`src/rtl/edo_ctrl_pkg.sv`:
```
package edo_ctrl_pkg;

  typedef enum logic [2:0] {
    S_IDLE, S_GRANT, S_ROW, S_COL, S_CASL, S_CASH, S_OPEN
  } ctlState_t;

  typedef struct packed {
    logic load;     // latch a new request
    logic selCol;   // column half on the address bus
    logic capture;  // register the read data
  } dpStrobe_t;

  function automatic int nsToCyc(input int ns, input int clkNs);
    int c;
    c = (ns + clkNs - 1) / clkNs;
    return (c < 1) ? 1 : c;
  endfunction

endpackage

```
`src/rtl/edo_ctrl_dp.sv`:
```
module edo_ctrl_dp
  import edo_ctrl_pkg::*;
#(
  parameter int ADDR_W = 20,
  parameter int COL_W  = 10,
  parameter int PIN_W  = 10,
  parameter int DATA_W = 16,
  parameter int BE_W   = 2
) (
  input  logic              clk,
  input  logic              rstN,
  input  dpStrobe_t         strobe,
  input  logic              reqWrite,
  input  logic [ADDR_W-1:0] reqAddr,
  input  logic [BE_W-1:0]   reqByteEn,
  input  logic [DATA_W-1:0] reqWData,
  output logic              rowHit,
  output logic              curWrite,
  output logic [BE_W-1:0]   curBe,
  output logic [PIN_W-1:0]  dramAddr,
  output logic [DATA_W-1:0] dqOut,
  input  logic [DATA_W-1:0] dqIn,
  output logic              rspValid,
  output logic [DATA_W-1:0] rspData
);

  localparam int ROW_W = ADDR_W - COL_W;

  logic [ADDR_W-1:0] addrReg;
  logic [ROW_W-1:0]  rowPart;
  logic [COL_W-1:0]  colPart;

  always_ff @(posedge clk or negedge rstN) begin
    if (!rstN) begin
      addrReg  <= '0;
      curWrite <= 1'b0;
      curBe    <= '0;
      dqOut    <= '0;
      rspValid <= 1'b0;
      rspData  <= '0;
    end else begin
      if (strobe.load) begin
        addrReg  <= reqAddr;
        curWrite <= reqWrite;
        curBe    <= reqByteEn;
        dqOut    <= reqWData;
      end
      rspValid <= strobe.capture;
      if (strobe.capture) rspData <= dqIn;
    end
  end

  assign rowPart  = addrReg[ADDR_W-1:COL_W];
  assign colPart  = addrReg[COL_W-1:0];
  assign rowHit   = (reqAddr[ADDR_W-1:COL_W] == rowPart);
  assign dramAddr = strobe.selCol ? PIN_W'(colPart) : PIN_W'(rowPart);

  p_rsp_pulse_r7: assert property (@(posedge clk) disable iff (!rstN)
    rspValid |=> !rspValid);

endmodule

```
`src/rtl/edo_ctrl_fsm.sv`:
```
module edo_ctrl_fsm
  import edo_ctrl_pkg::*;
#(
  parameter int RP_C     = 2,
  parameter int RAH_C    = 1,
  parameter int COL_C    = 1,
  parameter int CASL_C   = 1,
  parameter int CPH_C    = 1,
  parameter int RASMAX_C = 500,
  parameter int CNT_W    = 10
) (
  input  logic       clk,
  input  logic       rstN,
  input  logic       reqValid,
  output logic       reqAck,
  input  logic       arbReq,
  output logic       arbGnt,
  input  logic       rowHit,
  input  logic       curWrite,
  input  logic [1:0] curBe,
  output dpStrobe_t  strobe,
  output logic       rasN,
  output logic       casLoN,
  output logic       casHiN,
  output logic       weN,
  output logic       oeN,
  output logic       dqOe
);

  localparam int HIT_SPAN = 3 + CASL_C + CPH_C;

  ctlState_t        state, nextState;
  logic [CNT_W-1:0] cnt, nextCnt, preCnt, rasCnt;
  logic             budgetOk, wrPhase, inCas;

  assign budgetOk = (rasCnt + CNT_W'(HIT_SPAN)) <= CNT_W'(RASMAX_C);

  always_ff @(posedge clk or negedge rstN) begin
    if (!rstN) begin
      state  <= S_IDLE;
      cnt    <= '0;
      preCnt <= CNT_W'(RP_C - 1);
      rasCnt <= '0;
    end else begin
      state  <= nextState;
      cnt    <= nextCnt;
      if (state == S_IDLE) preCnt <= (preCnt != '0) ? preCnt - 1'b1 : preCnt;
      else                 preCnt <= CNT_W'(RP_C - 1);
      rasCnt <= rasN ? '0 : rasCnt + 1'b1;
    end
  end

  always_comb begin
    nextState = state;
    nextCnt   = cnt;
    reqAck    = 1'b0;
    strobe    = '0;
    case (state)
      S_IDLE: if (preCnt == '0) begin
        if (arbReq) nextState = S_GRANT;
        else if (reqValid) begin
          reqAck      = 1'b1;
          strobe.load = 1'b1;
          nextState   = S_ROW;
          nextCnt     = CNT_W'(RAH_C - 1);
        end
      end
      S_GRANT: if (!arbReq) nextState = S_IDLE;
      S_ROW: begin
        if (cnt == '0) begin
          nextState = S_COL;
          nextCnt   = CNT_W'(COL_C - 1);
        end else nextCnt = cnt - 1'b1;
      end
      S_COL: begin
        strobe.selCol = 1'b1;
        if (cnt == '0) begin
          nextState = S_CASL;
          nextCnt   = CNT_W'(CASL_C - 1);
        end else nextCnt = cnt - 1'b1;
      end
      S_CASL: begin
        strobe.selCol = 1'b1;
        if (cnt == '0) begin
          strobe.capture = !curWrite;
          nextState      = S_CASH;
          nextCnt        = CNT_W'(CPH_C - 1);
        end else nextCnt = cnt - 1'b1;
      end
      S_CASH: begin
        strobe.selCol = 1'b1;
        if (cnt == '0) nextState = S_OPEN;
        else           nextCnt   = cnt - 1'b1;
      end
      S_OPEN: begin
        strobe.selCol = 1'b1;
        if (arbReq || !budgetOk || (reqValid && !rowHit)) nextState = S_IDLE;
        else if (reqValid) begin
          reqAck      = 1'b1;
          strobe.load = 1'b1;
          nextState   = S_COL;
          nextCnt     = '0;
        end
      end
      default: nextState = S_IDLE;
    endcase
  end

  assign rasN    = (state == S_IDLE) || (state == S_GRANT);
  assign arbGnt  = (state == S_GRANT);
  assign inCas   = (state == S_CASL);
  assign casLoN  = !(inCas && curBe[0]);
  assign casHiN  = !(inCas && curBe[1]);
  assign wrPhase = (state == S_COL) || (state == S_CASL);
  assign weN     = !(wrPhase && curWrite);
  assign oeN     = !(wrPhase && !curWrite);
  assign dqOe    = wrPhase && curWrite;

  // checker-side run counter of row-strobe high cycles
  logic [CNT_W-1:0] highRun;
  always_ff @(posedge clk or negedge rstN) begin
    if (!rstN)     highRun <= '0;
    else if (rasN) highRun <= highRun + 1'b1;
    else           highRun <= '0;
  end

  p_precharge_r2: assert property (@(posedge clk) disable iff (!rstN)
    $fell(rasN) |-> (highRun >= CNT_W'(RP_C)));

  p_cas_in_ras_r3: assert property (@(posedge clk) disable iff (!rstN)
    (!casLoN || !casHiN) |-> !rasN);

  p_early_we_r6: assert property (@(posedge clk) disable iff (!rstN)
    ((!casLoN || !casHiN) && !weN) |-> $past(!weN));

  p_we_oe_excl_r6: assert property (@(posedge clk) disable iff (!rstN)
    !weN |-> oeN);

  p_ras_limit_r10: assert property (@(posedge clk) disable iff (!rstN)
    !rasN |-> (rasCnt < CNT_W'(RASMAX_C)));

  p_gnt_quiet_r11: assert property (@(posedge clk) disable iff (!rstN)
    arbGnt |-> (rasN && casLoN && casHiN && !reqAck));

  p_gnt_after_pre_r11: assert property (@(posedge clk) disable iff (!rstN)
    $rose(arbGnt) |-> (highRun >= CNT_W'(RP_C)));

endmodule

```
`src/rtl/edo_dram_ctrl.sv`:
```
module edo_dram_ctrl
  import edo_ctrl_pkg::*;
#(
  parameter int CLK_NS      = 20,
  parameter int ADDR_W      = 20,
  parameter int ROW_W       = 10,
  parameter int T_RP_NS     = 40,
  parameter int T_RAH_NS    = 10,
  parameter int T_RCD_NS    = 20,
  parameter int T_CAS_NS    = 13,
  parameter int T_CAC_NS    = 15,
  parameter int T_CP_NS     = 7,
  parameter int T_HPC_NS    = 25,
  parameter int T_RASMAX_NS = 10000
) (
  input  logic              clk,
  input  logic              rstN,
  input  logic              reqValid,
  input  logic              reqWrite,
  input  logic [ADDR_W-1:0] reqAddr,
  input  logic [1:0]        reqByteEn,
  input  logic [15:0]       reqWData,
  output logic              reqAck,
  output logic              rspValid,
  output logic [15:0]       rspData,
  input  logic              arbReq,
  output logic              arbGnt,
  output logic [((ROW_W > ADDR_W-ROW_W) ? ROW_W : ADDR_W-ROW_W)-1:0] dramAddr,
  output logic              rasN,
  output logic              casLoN,
  output logic              casHiN,
  output logic              weN,
  output logic              oeN,
  output logic [15:0]       dqOut,
  input  logic [15:0]       dqIn,
  output logic              dqOe
);

  localparam int COL_W    = ADDR_W - ROW_W;
  localparam int PIN_W    = (ROW_W > COL_W) ? ROW_W : COL_W;
  localparam int RP_C     = nsToCyc(T_RP_NS, CLK_NS);
  localparam int RAH_C    = nsToCyc(T_RAH_NS, CLK_NS);
  localparam int RCD_C    = nsToCyc(T_RCD_NS, CLK_NS);
  localparam int COL_C    = (RCD_C > RAH_C) ? RCD_C - RAH_C : 1;
  localparam int CASW_C   = nsToCyc(T_CAS_NS, CLK_NS);
  localparam int CAC_C    = nsToCyc(T_CAC_NS, CLK_NS);
  localparam int CASL_C   = (CASW_C > CAC_C) ? CASW_C : CAC_C;
  localparam int CP_C     = nsToCyc(T_CP_NS, CLK_NS);
  localparam int HPC_C    = nsToCyc(T_HPC_NS, CLK_NS);
  localparam int CPH_C    = (CP_C > HPC_C - CASL_C) ? CP_C : HPC_C - CASL_C;
  localparam int RASMAX_C = T_RASMAX_NS / CLK_NS;
  localparam int CNT_W    = $clog2(RASMAX_C + CASL_C + CPH_C + RP_C + 8);

  dpStrobe_t  strobe;
  logic       rowHit, curWrite;
  logic [1:0] curBe;

  edo_ctrl_fsm #(
    .RP_C(RP_C), .RAH_C(RAH_C), .COL_C(COL_C), .CASL_C(CASL_C),
    .CPH_C(CPH_C), .RASMAX_C(RASMAX_C), .CNT_W(CNT_W)
  ) i_fsm (
    .clk(clk), .rstN(rstN), .reqValid(reqValid), .reqAck(reqAck),
    .arbReq(arbReq), .arbGnt(arbGnt), .rowHit(rowHit),
    .curWrite(curWrite), .curBe(curBe), .strobe(strobe),
    .rasN(rasN), .casLoN(casLoN), .casHiN(casHiN),
    .weN(weN), .oeN(oeN), .dqOe(dqOe)
  );

  edo_ctrl_dp #(
    .ADDR_W(ADDR_W), .COL_W(COL_W), .PIN_W(PIN_W), .DATA_W(16), .BE_W(2)
  ) i_dp (
    .clk(clk), .rstN(rstN), .strobe(strobe), .reqWrite(reqWrite),
    .reqAddr(reqAddr), .reqByteEn(reqByteEn), .reqWData(reqWData),
    .rowHit(rowHit), .curWrite(curWrite), .curBe(curBe),
    .dramAddr(dramAddr), .dqOut(dqOut), .dqIn(dqIn),
    .rspValid(rspValid), .rspData(rspData)
  );

endmodule

```
`config.mk`:
```
export PLATFORM = sky130hd
export DESIGN_NAME = edo_dram_ctrl
export DESIGN_NICKNAME = d
export VERILOG_FILES = /design/src/rtl/edo_ctrl_pkg.sv /design/src/rtl/edo_ctrl_dp.sv /design/src/rtl/edo_ctrl_fsm.sv /design/src/rtl/edo_dram_ctrl.sv
export SDC_FILE = /design/constraint.sdc
export NUM_CORES = 1
export LEC_CHECK = 0
export BUFFER_PORTS_ARGS = -buffer_cell sky130_fd_sc_hd__buf_2
export CAP_MARGIN = 20
export CORE_MARGIN = 5
export CORE_UTILIZATION = 50
export CTS_BUF_LIST = sky130_fd_sc_hd__clkbuf_4 sky130_fd_sc_hd__clkbuf_8
export DETAILED_ROUTE_END_ITERATION = 16
export MAX_ROUTING_LAYER = met4
export PLACE_DENSITY_LB_ADDON = 0.15
export SLEW_MARGIN = 20
export SYNTH_ARGS = -nofsm -noshare
export SYNTH_HDL_FRONTEND = slang
export SYNTH_SLANG_ARGS = --single-unit
```
`constraint.sdc`:
```
create_clock -name clk -period 9 [get_ports clk]
set_input_delay 2.7 -clock clk [delete_from_list [all_inputs] [get_ports clk]]
set_output_delay 2.7 -clock clk [all_outputs]
set_load 0.02 [all_outputs]
```
---- Word level (Yosys, flattened, before mapping) ----
Cells that the tools add are included.
Widths: inputs -> output; s select.
storage, ports and cells
  register bits after elaboration ......... 86
  output and inout port bits .............. 51
cells by class
  $add $sub $neg .......................... 4
  magnitude comparators ................... 1
  equal/unequal tests ..................... 19
  mux-type cells .......................... 30
  reduce and logical (&&, ||, !) cells .... 25
operators with widths
  cell                 number
  $mux 9               9
  $pmux 9 s4           1
  $mux 3               10
  $pmux 3 s7           1
  $logic_not 9->1      2
  $sub 9x1->9 const B  2
  $ne 2x2->1 const B   7
  $eq 10x10->1         1
  $mux 10              1
  $add 9x1->9 const B  1
  $add 9x3->9 const B  1
  $eq 3x3->1 const B   3
  $le 9x9->1 const B   1
  $reduce_bool 9->1    1
  $reduce_and 8->1     1
  $logic_not 1->1      7
  $mux 1               7
  $eq 3x2->1 const B   2
  $ne 2x1->1 const B   3
  $logic_and 1x1->1    5
  $reduce_and 5->1     1
  $logic_or 1x1->1     4
  $reduce_bool 4->1    1
  $reduce_or 4->1      1
  other kinds (6)      6

---- Longest topological paths before layout ----
  depth in word-level cells ............... 7
  depth in mapped cells ................... 10
  gate-level depth less buffers ........... 8

---- Modules after synthesis ----
Synthesis repeated with hierarchy kept, for this count alone.
unflattened totals
  cell total of the unflattened synthesis .. 361
  area total of the unflattened synthesis .. 4295.4 µm²
by module, submodules not included
  module        instances  cells an instance  area each (µm²)  seq. area each (µm²)
  edo_ctrl_dp   1          141                2339.7           1401.3
  edo_ctrl_fsm  1          220                1955.6           752.0

---- Least setup slack after synthesis ----
No wires, ideal clock.
  kind .................................... in2out
  from .................................... input reqAddr[17]
  to ...................................... output reqAck
  arrival time ............................ 4.008 ns
  required time ........................... 6.300 ns
  slack ................................... 2.292 ns
  stages on the path ...................... 6
  buffers on the path ..................... 1
  cell sequence ........................... xor2_1 nor4_1 nand4_1 or3_1 a21oi_1 buf_2
on the way
  longest elaborated chain between the ends .. 6
ends and longest elaborated chain
  what               RTL line             RTL
  from (decl)        edo_dram_ctrl.sv:20  input logic [ADDR_W-1:0] reqAddr,
  $eq 10x10->1       edo_ctrl_dp.sv:55    assign rowHit = (reqAddr[ADDR_W-1:COL_W] == rowPart);
  $logic_not 1->1    edo_ctrl_fsm.sv:97   if (arbReq || !budgetOk || (reqValid && !rowHit)) nextState = S_IDLE;
  $logic_and 1x1->1  edo_ctrl_fsm.sv:97
  $logic_or 1x1->1   edo_ctrl_fsm.sv:97
  $mux 1             edo_ctrl_fsm.sv:97
  $pmux 1 s2         edo_ctrl_fsm.sv:58   case (state)
  to (decl)          edo_dram_ctrl.sv:23  output logic reqAck,
Every way passes these cells.

---- Final worst setup path ----
Ends and elaborated chain as after synthesis.

==> out/metrics.csv <==
stage,metric,value,unit
sta,RSZ-0062 raised after global routing,false,
run_status,status,completed,
worst_setup_path,Crit-path slowest cell,buf_4,
routing,Vias/cell,5.19,
yosys,Avg Inst Size Synth,10.7,um2
worst_setup_path,Setup crit end kind,output pin,
final_layout,ratio of cells with drive above 1 in the final layout,35.1,%
die,core area,0.00781,mm2
worst_setup_path,worst path cell trace,"buf_2, xor2_1, nor4_1, nand4_1, or3_1, a21oi_4, buf_4, buf_2",
final_layout,number of diodes,0,
final_layout,final instance area,0.00490,mm2
worst_setup_path,Worst EP arrival,4.76,ns
worst_setup_path,crit-path leading delay family,simple AND/OR/NAND/NOR gates,
die,Rows,32,
worst_setup_path,"Req. time, crit path",6.30,ns
pwr,Lkg Pwr,0.00237,uW
yosys,share of flip-flops with an asynchronous set or reset,100,%
die,die width,100,um
cts,total setup buffers inserted after CTS,0,
routing,uppermost layer routed,met4,
die,# IOs,110,
placement,"worst slack, placed",1.52,ns
global_route,initial antenna violation count,0,
die,Initial Util,51.9,%
pwr,Tot Pwr,1640,uW
final_layout,flip-flop and latch area,0.00215,mm2
worst_setup_path,CP max stage delay,0.43,ns
pwr,Sw Ratio,41.1,%
final_layout,fin util,62.7,%
final_layout,Layout Nets,545,
sta,final hold vios,0,
global_route,pin count of the biggest net entering global routing,63,
yosys,most instantiated library cell after synthesis,dfrtp_1,
routing,residual antenna-violating net count after detailed routing,0,
cts,worst skew pair latency,0.36,ns
sta,Tmin final,7.46,ns
yosys,sequential fraction of the synthesis area,53.2,%
cts,clock-pin slew on the worst setup and hold paths,0.10,ns
routing,WL per Instance,15.0,um
yosys,ranking of synthesized cells by area,"dfrtp_1 53%, mux2_2 10%, nand2_1 6.5%, xor2_1 3.7%, mux2_1 3.3%",
sta,Final Setup Violations,0,
pwr,sequential power share,39.2,%
worst_setup_path,Startpoint Class,primary input,
cts,CTS Hold Bufs,0,
final_layout,Layout fillers,659,
cts,CTS Sinks,86,
pwr,peak supply drop,0.000172,V
sta,Rel. slew slack,27.0,%
yosys,Synth Flop Type,dfrtp_1,
routing,DR iter-0 viols,140,
yosys,syn nets,440,
worst_setup_path,"Top cell by count, worst path",buf_2,
pwr,Net Sw Power,674,uW
placement,placed cell areas,0.00468,mm2
placement,GPL Wtd Cong,0.754,
worst_setup_path,Worst Path Max Fanout,40,
die,Die Height,100,um
yosys,Cell variety after synth,47,
sta,count of pins over their slew limit,0,
die,die footprint,0.0100,mm2
global_route,number of global-route vias before repair,3091,
routing,via count,3055,
cts,Root Driver,clkbuf_8,
worst_setup_path,Setup CP Type,primary input to output pin,
yosys,Synth area leader,dfrtp_1,
sta,final worst slack,1.54,ns
cts,H-tree levels,3,
cts,Num CTS Buffers,9,
yosys,Syn Inst Count,377,
global_route,total gr overflow,0,
routing,met2 routed WL,4.28,mm
global_route,gr usage total,18.8,%
cts,PostCTS Resize Cnt,0,
sta,worst-margin pin slew,1.09,ns
sta,Total Negative Setup Slacks,0,ns
placement,post-DP HPWL,6.29,mm
yosys,synth warn,0,
routing,first-pass detailed-route iteration total,4,
routing,met1 wire length,3.93,mm
routing,final WL,8.81,mm
run,number of max-cap violations,0,
sta,final clock skew,0.0143,ns
sta,fin crit share,82.9,%
yosys,number of enable flip-flop cells after synthesis,0,
final_layout,Area growth syn-to-layout,20.9,%
yosys,"FF+latch count, synth",86,
final_layout,footprint of the multi-input gates,0.00180,mm2
sta,Highest Clock Rate,134,MHz
cts,CTS tree,built,
pwr,Int Pwr,968,uW
worst_hold_path,Worst Hold Class,register to register,
yosys,Synth top area share,52.5,%
pwr,Gate power share,43.2,%
pwr,clock share of power,17.7,%
placement,IO Port Bufs,109,
yosys,top post-synthesis cells by count,"85 x dfrtp_1, 70 x nand2_1, 37 x mux2_2",
routing,met3 WL post-DR,484,um
cts,Max Root-Sink Buffers,2,
global_route,first-pass GRT wire length,14.7,mm
pwr,power density over the cells,335,mW/mm2
yosys,Synth Cell Area,0.00405,mm2
worst_setup_path,worst path bufs/invs,3,
routing,drc violations,0,
## layer usage
| layer | vias to the layer above | global-route usage, % |
|---|---|---|
| met3 | 11 | 4.52 |
| met1 | 1462 | 24.0 |
| li1 | 1501 | - |
| met4 | 0 | 7.15 |
| met2 | 81 | 29.2 |
| met5 | - | - |
## final cells by class
| cell class | count | area share, % |
|---|---|---|
| Sequential cell | 86 | 44.0 |
| Multi-Input combinational cell | 264 | 36.8 |
| Timing Repair Buffer | 111 | 11.5 |
| Clock buffer | 10 | 2.81 |
| Tap cell | 102 | 2.61 |
| Clock inverter | 6 | 1.56 |
| Inverter | 10 | 0.766 |
## worst register-to-register path: cells and delay by family (launching register included)
kind	cells	cell delay, ns
mux	1	0.42
fa+ha+maj	1	0.34
simple gates	2	0.53
compound gates	3	0.63
buf+inv	1	0.43
flops	1	0.41
## power groups by stage
stage	Clock, uW	Combinational (uW)	Sequential [uW]
finish	290	709	643
global route	314	783	666
CTS	298	718	642
detailed placement	0	714	648
global placement	0	701	642
floorplan	0	472	677
## metrics by stage
stage | cells | hold WS [ns]
finish | 589 | 0.480
global placement | 573 | 0.453
CTS | 589 | 0.481
global route | 589 | 0.509
floorplan | 377 | 0.454
detailed placement | 573 | 0.456
## layout by cell type, fill, tap and decap left out, types with 6 or more instances in the layout
| master | n |
|---|---|
| nand2_1 | 70 |
| a21o_1 | 6 |
| dfrtp_1 | 85 |
| mux2_2 | 37 |
| xor2_1 | 17 |
| nor2_1 | 26 |
| mux2_1 | 12 |
| a21oi_1 | 15 |
| nand2b_1 | 8 |
| inv_1 | 9 |
| xnor2_1 | 6 |
| buf_2 | 108 |
| o21ai_0 | 9 |
| clkbuf_8 | 10 |
## worst paths after layout
kind,from,end,slack [ns],depth (start not counted)
worst max-delay path,reqAddr[17],reqAck,1.54,8
worst min-delay path,i_dp.rspData[5],i_dp.rspData[5],0.48,2
worst max register to register,i_fsm.rasCnt[0],i_dp.addrReg[19],6.13,8
worst min register to register,i_dp.rspData[5],i_dp.rspData[5],0.48,2
max in group asynchronous,rstN,i_dp.addrReg[14],5.70,2
min in group asynchronous,rstN,i_fsm.rasCnt[8],2.22,1
## logic make-up after synthesis
family          after synthesis  synth area share [%]
simple gates                139                  15.9
flops                        86                  53.2
mux                          50                  13.9
compound gates               48                  8.25
buf+inv                      27                  2.63
xor+xnor                     23                  4.97
fa+ha+maj                     4                  1.24
## state kept, by name (all words and copies together), names as in the netlist, 2 cells and up
register,flops
i_fsm.state,3
i_fsm.cnt,9
i_dp.curBe,2
i_dp.addrReg,20
i_dp.rspData,16
i_fsm.preCnt,9
i_fsm.rasCnt,9
i_dp.dqOut,16
Note: power is estimated with default switching activity, not from simulation.
